**src/rtl/br_pkg.sv**
```systemverilog
package br_pkg;
    localparam int BR_PC_W   = 16;
    localparam int BR_DISP_W = 8;
    localparam int BR_OP_W   = 8;
    localparam int BR_PAGE_W = 8;
    localparam int BR_CYC_W  = 3;
    localparam int BR_BASE_CYCLES = 2;

    // flag chosen by opcode bits 7:6; index into {z,c,v,n}
    typedef enum logic [1:0] {
        SEL_NEG   = 2'd0,
        SEL_OVF   = 2'd1,
        SEL_CARRY = 2'd2,
        SEL_ZERO  = 2'd3
    } flag_sel_e;
endpackage

```
**src/rtl/br_cond_decode.sv**
```systemverilog
module br_cond_decode
    import br_pkg::*;
#(
    parameter int OP_W = BR_OP_W
) (
    input  logic [OP_W-1:0] opcode,
    input  logic [3:0]      flags,     // {z, c, v, n}
    output logic            is_branch,
    output logic            cond_met
);
    localparam logic [4:0] BR_PATTERN = 5'b10000;

    flag_sel_e sel;
    logic      chosen;

    always_comb begin
        is_branch = (opcode[4:0] == BR_PATTERN);
        sel       = flag_sel_e'(opcode[7:6]);
        case (sel)
            SEL_NEG:   chosen = flags[0];
            SEL_OVF:   chosen = flags[1];
            SEL_CARRY: chosen = flags[2];
            default:   chosen = flags[3];
        endcase
        cond_met = is_branch && (chosen == opcode[5]);
    end
endmodule

```
**src/rtl/br_target_calc.sv**
```systemverilog
module br_target_calc
    import br_pkg::*;
#(
    parameter int PC_W   = BR_PC_W,
    parameter int DISP_W = BR_DISP_W,
    parameter int PAGE_W = BR_PAGE_W
) (
    input  logic [PC_W-1:0]   pc_base,
    input  logic [DISP_W-1:0] disp,
    output logic [PC_W-1:0]   target,
    output logic              page_cross
);
    localparam int EXT_W = PC_W - DISP_W;

    logic [PC_W-1:0] disp_ext;

    always_comb begin
        disp_ext   = {{EXT_W{disp[DISP_W-1]}}, disp};
        target     = pc_base + disp_ext;
        page_cross = (target[PC_W-1:PAGE_W] != pc_base[PC_W-1:PAGE_W]);
    end
endmodule

```
**src/rtl/branch_resolver.sv**
```systemverilog
module branch_resolver
    import br_pkg::*;
#(
    parameter int PC_W   = BR_PC_W,
    parameter int DISP_W = BR_DISP_W,
    parameter int OP_W   = BR_OP_W,
    parameter int PAGE_W = BR_PAGE_W,
    parameter int CYC_W  = BR_CYC_W
) (
    input  logic              clk,
    input  logic              rst_n,
    input  logic              start,
    input  logic [OP_W-1:0]   opcode,
    input  logic [DISP_W-1:0] disp,
    input  logic              flag_n,
    input  logic              flag_v,
    input  logic              flag_c,
    input  logic              flag_z,
    input  logic [PC_W-1:0]   pc_in,
    output logic              done,
    output logic              is_branch,
    output logic              taken,
    output logic [PC_W-1:0]   next_pc,
    output logic [CYC_W-1:0]  cycles
);
    localparam logic [CYC_W-1:0] CYC_FALL  = CYC_W'(BR_BASE_CYCLES);
    localparam logic [CYC_W-1:0] CYC_TAKEN = CYC_W'(BR_BASE_CYCLES + 1);
    localparam logic [CYC_W-1:0] CYC_CROSS = CYC_W'(BR_BASE_CYCLES + 2);

    typedef struct packed {
        logic             done;
        logic             is_branch;
        logic             taken;
        logic [PC_W-1:0]  next_pc;
        logic [CYC_W-1:0] cycles;
    } res_t;

    res_t res_d, res_q;

    logic            dec_branch;
    logic            dec_met;
    logic [PC_W-1:0] calc_target;
    logic            calc_cross;

    br_cond_decode #(.OP_W(OP_W)) u_decode (
        .opcode    (opcode),
        .flags     ({flag_z, flag_c, flag_v, flag_n}),
        .is_branch (dec_branch),
        .cond_met  (dec_met)
    );

    br_target_calc #(.PC_W(PC_W), .DISP_W(DISP_W), .PAGE_W(PAGE_W)) u_target (
        .pc_base    (pc_in),
        .disp       (disp),
        .target     (calc_target),
        .page_cross (calc_cross)
    );

    always_comb begin
        res_d      = res_q;
        res_d.done = start;
        if (start) begin
            res_d.is_branch = dec_branch;
            res_d.taken     = dec_met;
            if (dec_met) begin
                res_d.next_pc = calc_target;
                res_d.cycles  = calc_cross ? CYC_CROSS : CYC_TAKEN;
            end else begin
                res_d.next_pc = pc_in;
                res_d.cycles  = CYC_FALL;
            end
        end
    end

    always_ff @(posedge clk or negedge rst_n) begin
        if (!rst_n) res_q <= '0;
        else        res_q <= res_d;
    end

    assign done      = res_q.done;
    assign is_branch = res_q.is_branch;
    assign taken     = res_q.taken;
    assign next_pc   = res_q.next_pc;
    assign cycles    = res_q.cycles;
endmodule

```
**config.mk**
```make
export PLATFORM = sky130hd
export DESIGN_NAME = branch_resolver
export DESIGN_NICKNAME = d
export VERILOG_FILES = /design/src/rtl/br_pkg.sv /design/src/rtl/br_cond_decode.sv /design/src/rtl/br_target_calc.sv /design/src/rtl/branch_resolver.sv
export SDC_FILE = /design/constraint.sdc
export NUM_CORES = 1
export LEC_CHECK = 0
export BUFFER_PORTS_ARGS = -buffer_cell sky130_fd_sc_hd__buf_2
export CORE_ASPECT_RATIO = 0.75
export CORE_MARGIN = 4
export CORE_UTILIZATION = 56
export CTS_BUF_LIST = sky130_fd_sc_hd__clkbuf_4 sky130_fd_sc_hd__clkbuf_8
export DETAILED_ROUTE_END_ITERATION = 12
export HOLD_SLACK_MARGIN = 0.15
export PLACE_DENSITY = 0.87
export SLEW_MARGIN = 20
export SYNTH_ARGS = -nofsm -noshare
export SYNTH_HDL_FRONTEND = slang
export SYNTH_SLANG_ARGS = --single-unit
```
**constraint.sdc**
```tcl
create_clock -name clk -period 1.34 [get_ports clk]
set_input_delay 0.134 -clock clk [delete_from_list [all_inputs] [get_ports clk]]
set_output_delay 0.134 -clock clk [all_outputs]
set_load 0.02 [all_outputs]
```
==> results of run 1 <==
-- cell families after synthesis --
group	Yosys count	synth area share, %
flip-flops	22	30.4
AND/OR/NAND/NOR	50	12.4
AO/OA/AOI/OAI	69	24.8
multiplexers	11	6.90
buffers and inverters	12	2.55
XOR/XNOR	24	11.6
adder cells (fa/ha/maj)	16	11.5
-- per-stage QoR --
step | setup slack [ns] | std cells | util (%) | area, µm² | hold WS [ns]
2_1_floorplan | -1.07 | 204 | - | 1980 | -0.162
3_3_place_gp | -1.24 | 345 | 88.2 | 2660 | 0.128
3_5_place_dp | -1.39 | 345 | 88.2 | 2660 | 0.138
==> flow_summary_export.csv, run 1 <==
group,metric,value,unit
run_status,status,"did not finish",
run_status,stop_stage,"clock tree synthesis",
run_status,first-error,"[ERROR DPL-0038] Utilization greater than 100%, impossible to legalize",
placement,hpwlAfterDp,4700,µm
logic_synthesis,netlist_area,1810,µm²
logic_synthesis,ys_async_sr_fraction,100,%
logic_synthesis,synth-edff-count,0,
die,initial_core_util,60.0,%
die,die_h,57.3,µm
die,num_rows,17,
die,io_pins,61,
logic_synthesis,synth_cell_types,38,
logic_synthesis,synth_top_area_cell,"dfrtp_1",
die,chipWidth,73.7,µm
logic_synthesis,ys_ff_latch,22,
clocking,postCtsSetupBuffers,20,
logic_synthesis,yosysWarningCount,0,
placement,routabilityCongestion,0.887,
placement,io_buffers,60,
clocking,cts-htree-levels,1,
logic_synthesis,synth.most_common_cell,"a21oi_1",
clocking,cts_resized,62,
logic_synthesis,ys_top_cells_by_count,"29 x a21oi_1, 27 x nor2_1, 22 x dfrtp_1",
logic_synthesis,synth.area.top_cells,"dfrtp_1 30%, ha_1 10%, a21oi_1 8.0%",
logic_synthesis,synth_nets,259,
logic_synthesis,synthFlopType,"dfrtp_1",
clocking,cts.sinks,22,
clocking,cts_buffers,3,
clocking,hold_buffers,2,
logic_synthesis,synth.avg_cell_area,8.89,µm²
clocking,clockBufferDepth,2,
logic_synthesis,syn_inst,204,
logic_synthesis,yosys.area.top_type_share,30.4,%
logic_synthesis,seq_area_frac_synth,30.4,%
clocking,cts-root-buf,"clkbuf_8",
==> run 2, diff against run 1 <==
CORE_ASPECT_RATIO = unset   (was 0.75)
CORE_UTILIZATION = 40   (was 56)
CTS_BUF_LIST = unset   (was sky130_fd_sc_hd__clkbuf_4 sky130_fd_sc_hd__clkbuf_8)
HOLD_SLACK_MARGIN = unset   (was 0.15)
PLACE_DENSITY = unset   (was 0.87)
PLACE_DENSITY_LB_ADDON = 0.15   (was unset)
==> run 2 against run 1 <==
The flow now finishes, with violations (negative setup slack). Synthesized cell count is the same. Area after synthesis did not move.
==> flow_summary_export.csv, run 2 <==
group,metric,value,unit
routing,wl_met1,2380,µm
setup_path,worstPathRequired,1.50,ns
hold_path,hold_start,"opcode[4]",
logic_synthesis,synth_compound_area_share,24.8,%
setup_path,crit_chain,"buf_6 > ha_4 > fa_2 > a21o_1 > a221oi_4 > o21ai_1 > a21oi_2 > xor2_1 > xor2_1 > o311ai_2 > o41a_1",
final_layout,num-nets-final,387,
logic_synthesis,synth.avg_cell_area,8.89,µm²
setup_path,reg2reg_from,"cycles[2]",
setup_path,cp.arrival,2.51,ns
final_layout,largest_reg_flops,16,
final_layout,insertedDiodeCount,0,
setup_path,reg2reg_depth,3,
clocking,cts_tree,"built",
logic_synthesis,synth_xor_area_share,11.6,%
routing,vias,2000,
logic_synthesis,synth_nets,259,
setup_path,cp-start-kind,"input port",
clocking,cts-root-buf,"clkbuf_8",
logic_synthesis,synth_cell_types,38,
placement,place_inst,369,
flow_run,cap_violations,0,
logic_synthesis,synth.area.top_cells,"dfrtp_1 30%, ha_1 10%, a21oi_1 8.0%",
routing,first_iter_violations,42,
placement,pre_cts_ws,-1.34,ns
logic_synthesis,synth_mux_area_share,6.90,%
pwr,p_seq_share,28.7,%
setup_path,path_class,"input port to flop",
logic_synthesis,synth_top_family_by_area,"compound AO/OA/AOI/OAI gates",
logic_synthesis,synth_top_area_cell,"dfrtp_1",
hold_path,hold_depth,3,
die,num_rows,24,
pwr,pwr-share-clk,24.7,%
grt,grt_pass1_vias,1993,
logic_synthesis,yosys.area.top_type_share,30.4,%
logic_synthesis,ys_ff_latch,22,
final_layout,final_cell_mix,"63 x buf_4, 53 x buf_2, 25 x nor2_1",
logic_synthesis,netlist_area,1810,µm²
hold_path,hp-class,"input port to flop",
hold_path,min_to,"is_branch",
timing,rsz0062_at_grt,"yes",
pwr,vdd_drop_max,0.520,mV
final_layout,fin_area,3140,µm²
pwr,power.switching,0.857,mW
timing,period_needed,2.35,ns
logic_synthesis,synth.most_common_cell,"a21oi_1",
final_layout,area_delta_synth_final,73.1,%
pwr,p_comb_share,46.7,%
setup_path,crit_buf_inv,1,
timing,max_slew_margin,64.0,%
placement,io_buffers,60,
timing,setup_viol,19,
timing,skew,0,ns
clocking,clockBufferDepth,2,
routing,dr.max_layer_used,"met4",
routing,met2_wirelength,2750,µm
die,initial_core_util,41.4,%
logic_synthesis,yosysWarningCount,0,
timing,hold_viol,0,
setup_path,crit_family,"compound AO/OA/AOI/OAI gates",
placement,routabilityCongestion,0.824,
clocking,clkLatencyLatePin,0.27,ns
logic_synthesis,synthSimpleGateAreaFrac,12.4,%
setup_path,crit_top_cell,"xor2_1",
logic_synthesis,synthFlopType,"dfrtp_1",
pwr,cellPowerDensity,827,nW/µm²
die,die-area,5670,µm²
grt,antenna_found_initial,0,
setup_path,r2r_end,"cycles[2]",
placement,hpwlAfterDp,4280,µm
die,io_pins,61,
setup_path,r2r_setup_slack,0.57,ns
run_status,status,"finished, violations left",
grt,grt_use_total,20.8,%
logic_synthesis,ys_top_cells_by_count,"29 x a21oi_1, 27 x nor2_1, 22 x dfrtp_1",
logic_synthesis,seq_area_frac_synth,30.4,%
timing,hold_slack,0.119,ns
pwr,power.total,2.59,mW
routing,wl_met3,334,µm
setup_path,slowest_delay,0.35,ns
run_status,violations,"negative setup slack",
placement,placed_area,2760,µm²
routing,drtAntennaViolNets,0,
routing,drcViolationCount,0,
routing,wl_per_cell,14.6,µm
die,chipWidth,75.3,µm
clocking,cts.sinks,22,
grt,grt_pass1_wl,9050,µm
routing,totalWireLength,5580,µm
timing,slew_violations,0,
clocking,cts-htree-levels,1,
pwr,p_leak,1.49,nW
final_layout,drive_above_1_share,53.8,%
die,die_h,75.3,µm
setup_path,end_kind,"flop",
routing,avgViaCountPerCell,5.22,
grt,grt_max_degree,27,
pwr,p_int,1.74,mW
die,core_area,4380,µm²
logic_synthesis,syn_inst,204,
grt,grt_overflow_total,0,
timing,fmax,426,MHz
timing,tightest_slew,0.539,ns
pwr,switching_share,33.0,%
routing,dr.pass1.iters,4,
timing,period_share,175,%
logic_synthesis,ys_async_sr_fraction,100,%
timing,fin_ws,-1.01,ns
final_layout,stdcell_count,383,
setup_path,slowest_stage,"fa_2",
logic_synthesis,synth-edff-count,0,
logic_synthesis,synthAdderAreaFrac,11.5,%
final_layout,layout_commonest_cell,"buf_4",
clocking,clkTransAtPathRegs,0.09,ns
clocking,cts_buffers,3,
setup_path,path_max_fanout,4,
[run 2: cell counts after synthesis]
Identical to the previous run, type by type.
[run 2: how the worst max path moves through the flow]
stage / cells past startpoint / start / slack, ns / to
6_report: 11 / pc_in[0] / -1.01 / cycles[2]
4_1_cts: 11 / pc_in[0] / -1.00 / cycles[2]
2_1_floorplan: 10 / disp[0] / -1.07 / cycles[2]
5_1_grt: 11 / disp[0] / -1.12 / cycles[2]
3_3_place_gp: 11 / pc_in[0] / -1.26 / cycles[2]
3_5_place_dp: 11 / pc_in[0] / -1.34 / cycles[1]
[run 2: kinds of logic (layout without fill, tap and decap cells)]
logic type / count (synthesis) / count (layout)
AOI/OAI and AO/OA: 69 / 69
and+or+nand+nor: 50 / 50
xor gates and xnor gates: 24 / 24
DFF: 22 / 22
adders and majority gates: 16 / 16
buffers and inverters: 12 / 139
muxes: 11 / 11
[run 2: repair_timing]
item / 4_1_cts / 5_1_grt
endpoints found under the setup margin: 19 / 20
resized for setup: 42 / 8
pin swaps: 31 / 17
hold endpoints to repair: 22 / 0
cloned: 1 / 0
setup buffers: 8 / 2
hold buffers: 1 / 0
[run 2: metrics by stage]
stage | util (%) | setup TNS [ns]
6_report | 71.6 | -9.06
5_1_grt | 71.6 | -11.12
4_1_cts | 70.6 | -8.96
3_5_place_dp | 62.8 | -14.19
3_3_place_gp | 62.8 | -13.40
2_1_floorplan | - | -7.96
[run 2: worst min-delay path, cell delays in order]
cell	delay (ns)
buf_2	0.09
nand4_1	0.06
o21ai_0	0.08
[run 2: layout make-up]
class,count,area (µm²)
fill,325,1250
timing repair buffer,131,918
clock inverter,1,30.0
sequential,22,551
multi-input combinational,170,1520
clock buffer,3,41.3
inverter,4,15.0
tap,52,65.1
[run 2: metal layers]
metal  track usage, %  vias to the layer above
met5                0                        -
met4             7.38                        0
met3             2.24                       13
met2             37.5                       58
met1             25.4                      929
li1                 -                     1000
[run 2: power by group through the flow]
stage	combinational [mW]	clock [mW]	sequential (mW)
2_1_floorplan	0.533	0	0.822
3_3_place_gp	1.02	0	0.754
3_5_place_dp	1.04	0	0.757
4_1_cts	1.17	0.652	0.744
5_1_grt	1.32	0.687	0.748
6_report	1.21	0.640	0.744
Note: power is estimated with default switching activity, not from simulation.
==> run 3, diff against run 2 <==
CTS_CLUSTER_DIAMETER = 100   (was unset)
RECOVER_POWER = 100   (was unset)
==> run 3 against run 2 <==
The run still ends with negative setup slack left. Wire length rose by 0.86%. Combinational power barely moved. Critical path depth did not move. Die area did not move. Final area fell by 1.0%. Utilization fell by 0.71 points. Global-route usage did not move. Setup slack barely moved. Total power fell by 0.53%. Critical path type unchanged. Largest power group unchanged. Highest routed layer unchanged.
==> flow_summary_export.csv, run 3 (synthesis gave the netlist of run 2 again) <==
group,metric,value,unit
timing,setup_tns,-9.37,ns
clocking,clockBufferDepth,2,
final_layout,seq_area,551,µm²
final_layout,insertedDiodeCount,0,
grt,grt_pass1_vias,1993,
routing,dr.pass1.iters,4,
final_layout,stdcell_count,383,
setup_path,slowest_delay,0.35,ns
grt,grt_max_degree,27,
final_layout,nFillCells,337,
routing,drcViolationCount,0,
grt,grt_pass1_wl,9050,µm
hold_path,hold_start,"opcode[4]",
final_layout,area_delta_synth_final,71.4,%
flow_run,cap_violations,0,
clocking,cts_buffers,3,
pwr,power.total,2.58,mW
timing,period_needed,2.35,ns
clocking,clkLatencyLatePin,0.27,ns
die,die_h,75.3,µm
placement,routabilityCongestion,0.824,
setup_path,reg2reg_from,"cycles[2]",
setup_path,path_class,"input port to flop",
routing,drtAntennaViolNets,0,
clocking,cts-root-buf,"clkbuf_8",
final_layout,layout_commonest_cell,"buf_4",
timing,tightest_slew,1.16,ns
pwr,p_leak,1.43,nW
placement,io_buffers,60,
pwr,cellPowerDensity,831,nW/µm²
die,chipWidth,75.3,µm
grt,grt_use_total,20.8,%
die,die-area,5670,µm²
routing,wl_per_cell,14.7,µm
timing,max_slew_margin,22.8,%
hold_path,hp-class,"input port to flop",
routing,avgViaCountPerCell,5.20,
timing,hold_viol,0,
routing,totalWireLength,5630,µm
final_layout,largest_reg_flops,16,
placement,place_inst,369,
setup_path,end_kind,"flop",
die,initial_core_util,41.4,%
clocking,cts-htree-levels,1,
die,core_area,4380,µm²
run_status,status,"finished, violations left",
grt,antenna_found_initial,0,
final_layout,multi_input_area,1520,µm²
grt,grt_overflow_total,0,
timing,slew_violations,0,
die,io_pins,61,
setup_path,crit_top_cell,"xor2_1",
final_layout,final_cell_mix,"62 x buf_4, 30 x buf_2, 25 x nor2_1",
die,num_rows,24,
routing,vias,1993,
final_layout,drive_above_1_share,46.8,%
setup_path,path_max_fanout,4,
placement,hpwlAfterDp,4280,µm
setup_path,crit_path_start,"pc_in[0]",
routing,first_iter_violations,39,
setup_path,cp-start-kind,"input port",
timing,period_share,175,%
timing,skew,0,ns
timing,setup_viol,19,
setup_path,crit_chain,"buf_6 > ha_4 > fa_2 > a21o_1 > a221oi_4 > o21ai_1 > a21oi_2 > xor2_1 > xor2_1 > o311ai_2 > o41a_1",
run_status,violations,"negative setup slack",
timing,rsz0062_at_grt,"yes",
final_layout,fin_area,3110,µm²
clocking,cts.sinks,22,
final_layout,num-nets-final,387,
setup_path,slowest_stage,"fa_2",
clocking,cts_tree,"built",
placement,pre_cts_ws,-1.34,ns
setup_path,worstPathRequired,1.50,ns
setup_path,cp.arrival,2.51,ns
timing,fin_ws,-1.01,ns
placement,placed_area,2760,µm²
clocking,clkTransAtPathRegs,0.09,ns
pwr,vdd_drop_max,0.520,mV
timing,fmax,426,MHz
==> run 3: what timing repair did <==
item | 4_1_cts | 5_1_grt
gates resized for setup | 42 | 8
pin swaps | 31 | 17
endpoints found under the hold margin | 22 | 0
buffers inserted | 8 | 2
endpoints found under the setup margin | 19 | 20
cloned | 1 | 0
hold buffers | 1 | 0
==> run 3: metrics by stage <==
step                hold WS [ns]  util, %
floorplan                 -0.162        -
global placement           0.132     62.8
detailed placement         0.145     62.8
CTS                        0.126     70.6
global route               0.141     70.9
finish                     0.120     70.9
==> run 3: worst paths after layout <==
| check | endpoint | slack (ns) | depth (start not counted) |
|---|---|---|---|
| worst max-delay path | cycles[2] | -1.01 | 11 |
| worst min-delay path | is_branch | 0.12 | 3 |
| worst max register to register | cycles[2] | 0.50 | 3 |
| worst min register to register | next_pc[9] | 0.49 | 1 |
| max in group asynchronous | next_pc[7] | 0.55 | 2 |
| min in group asynchronous | next_pc[15] | 0.40 | 2 |
==> run 3: area by class of cell <==
type | instances | area share [%]
clock buffers | 3 | 1.33
clock inverters | 1 | 0.967
inverters | 4 | 0.483
multi-input cells | 170 | 48.9
flip-flops and latches | 22 | 17.7
well taps | 52 | 2.09
repair buffers | 131 | 28.6
==> run 3: metal layers <==
layer  part of all wire (%)  global-route usage (%)  vias up
li1                       -                       -      999
met3                    5.4                    2.24       11
met5                      0                       0        -
met1                     44                    25.4      928
met4                    1.9                    7.38        0
met2                     49                    37.5       55
==> run 3: critical path, delay by kind of cell <==
kind                       cells  cell delay [ns]
adders and majority gates      2             0.50
xor gates and xnor gates       2             0.45
AOI/OAI and AO/OA              6             1.32
buffers and inverters          1             0.10
==> run 3: power breakdown <==
| part | switching [mW] | total (mW) | internal [mW] | leakage, nW |
|---|---|---|---|---|
| sequential | 0.0304 | 0.746 | 0.716 | 0.254 |
| clock | 0.239 | 0.639 | 0.400 | 0.0357 |
| combinational | 0.589 | 1.20 | 0.607 | 1.14 |
| total | 0.859 | 2.58 | 1.72 | 1.43 |
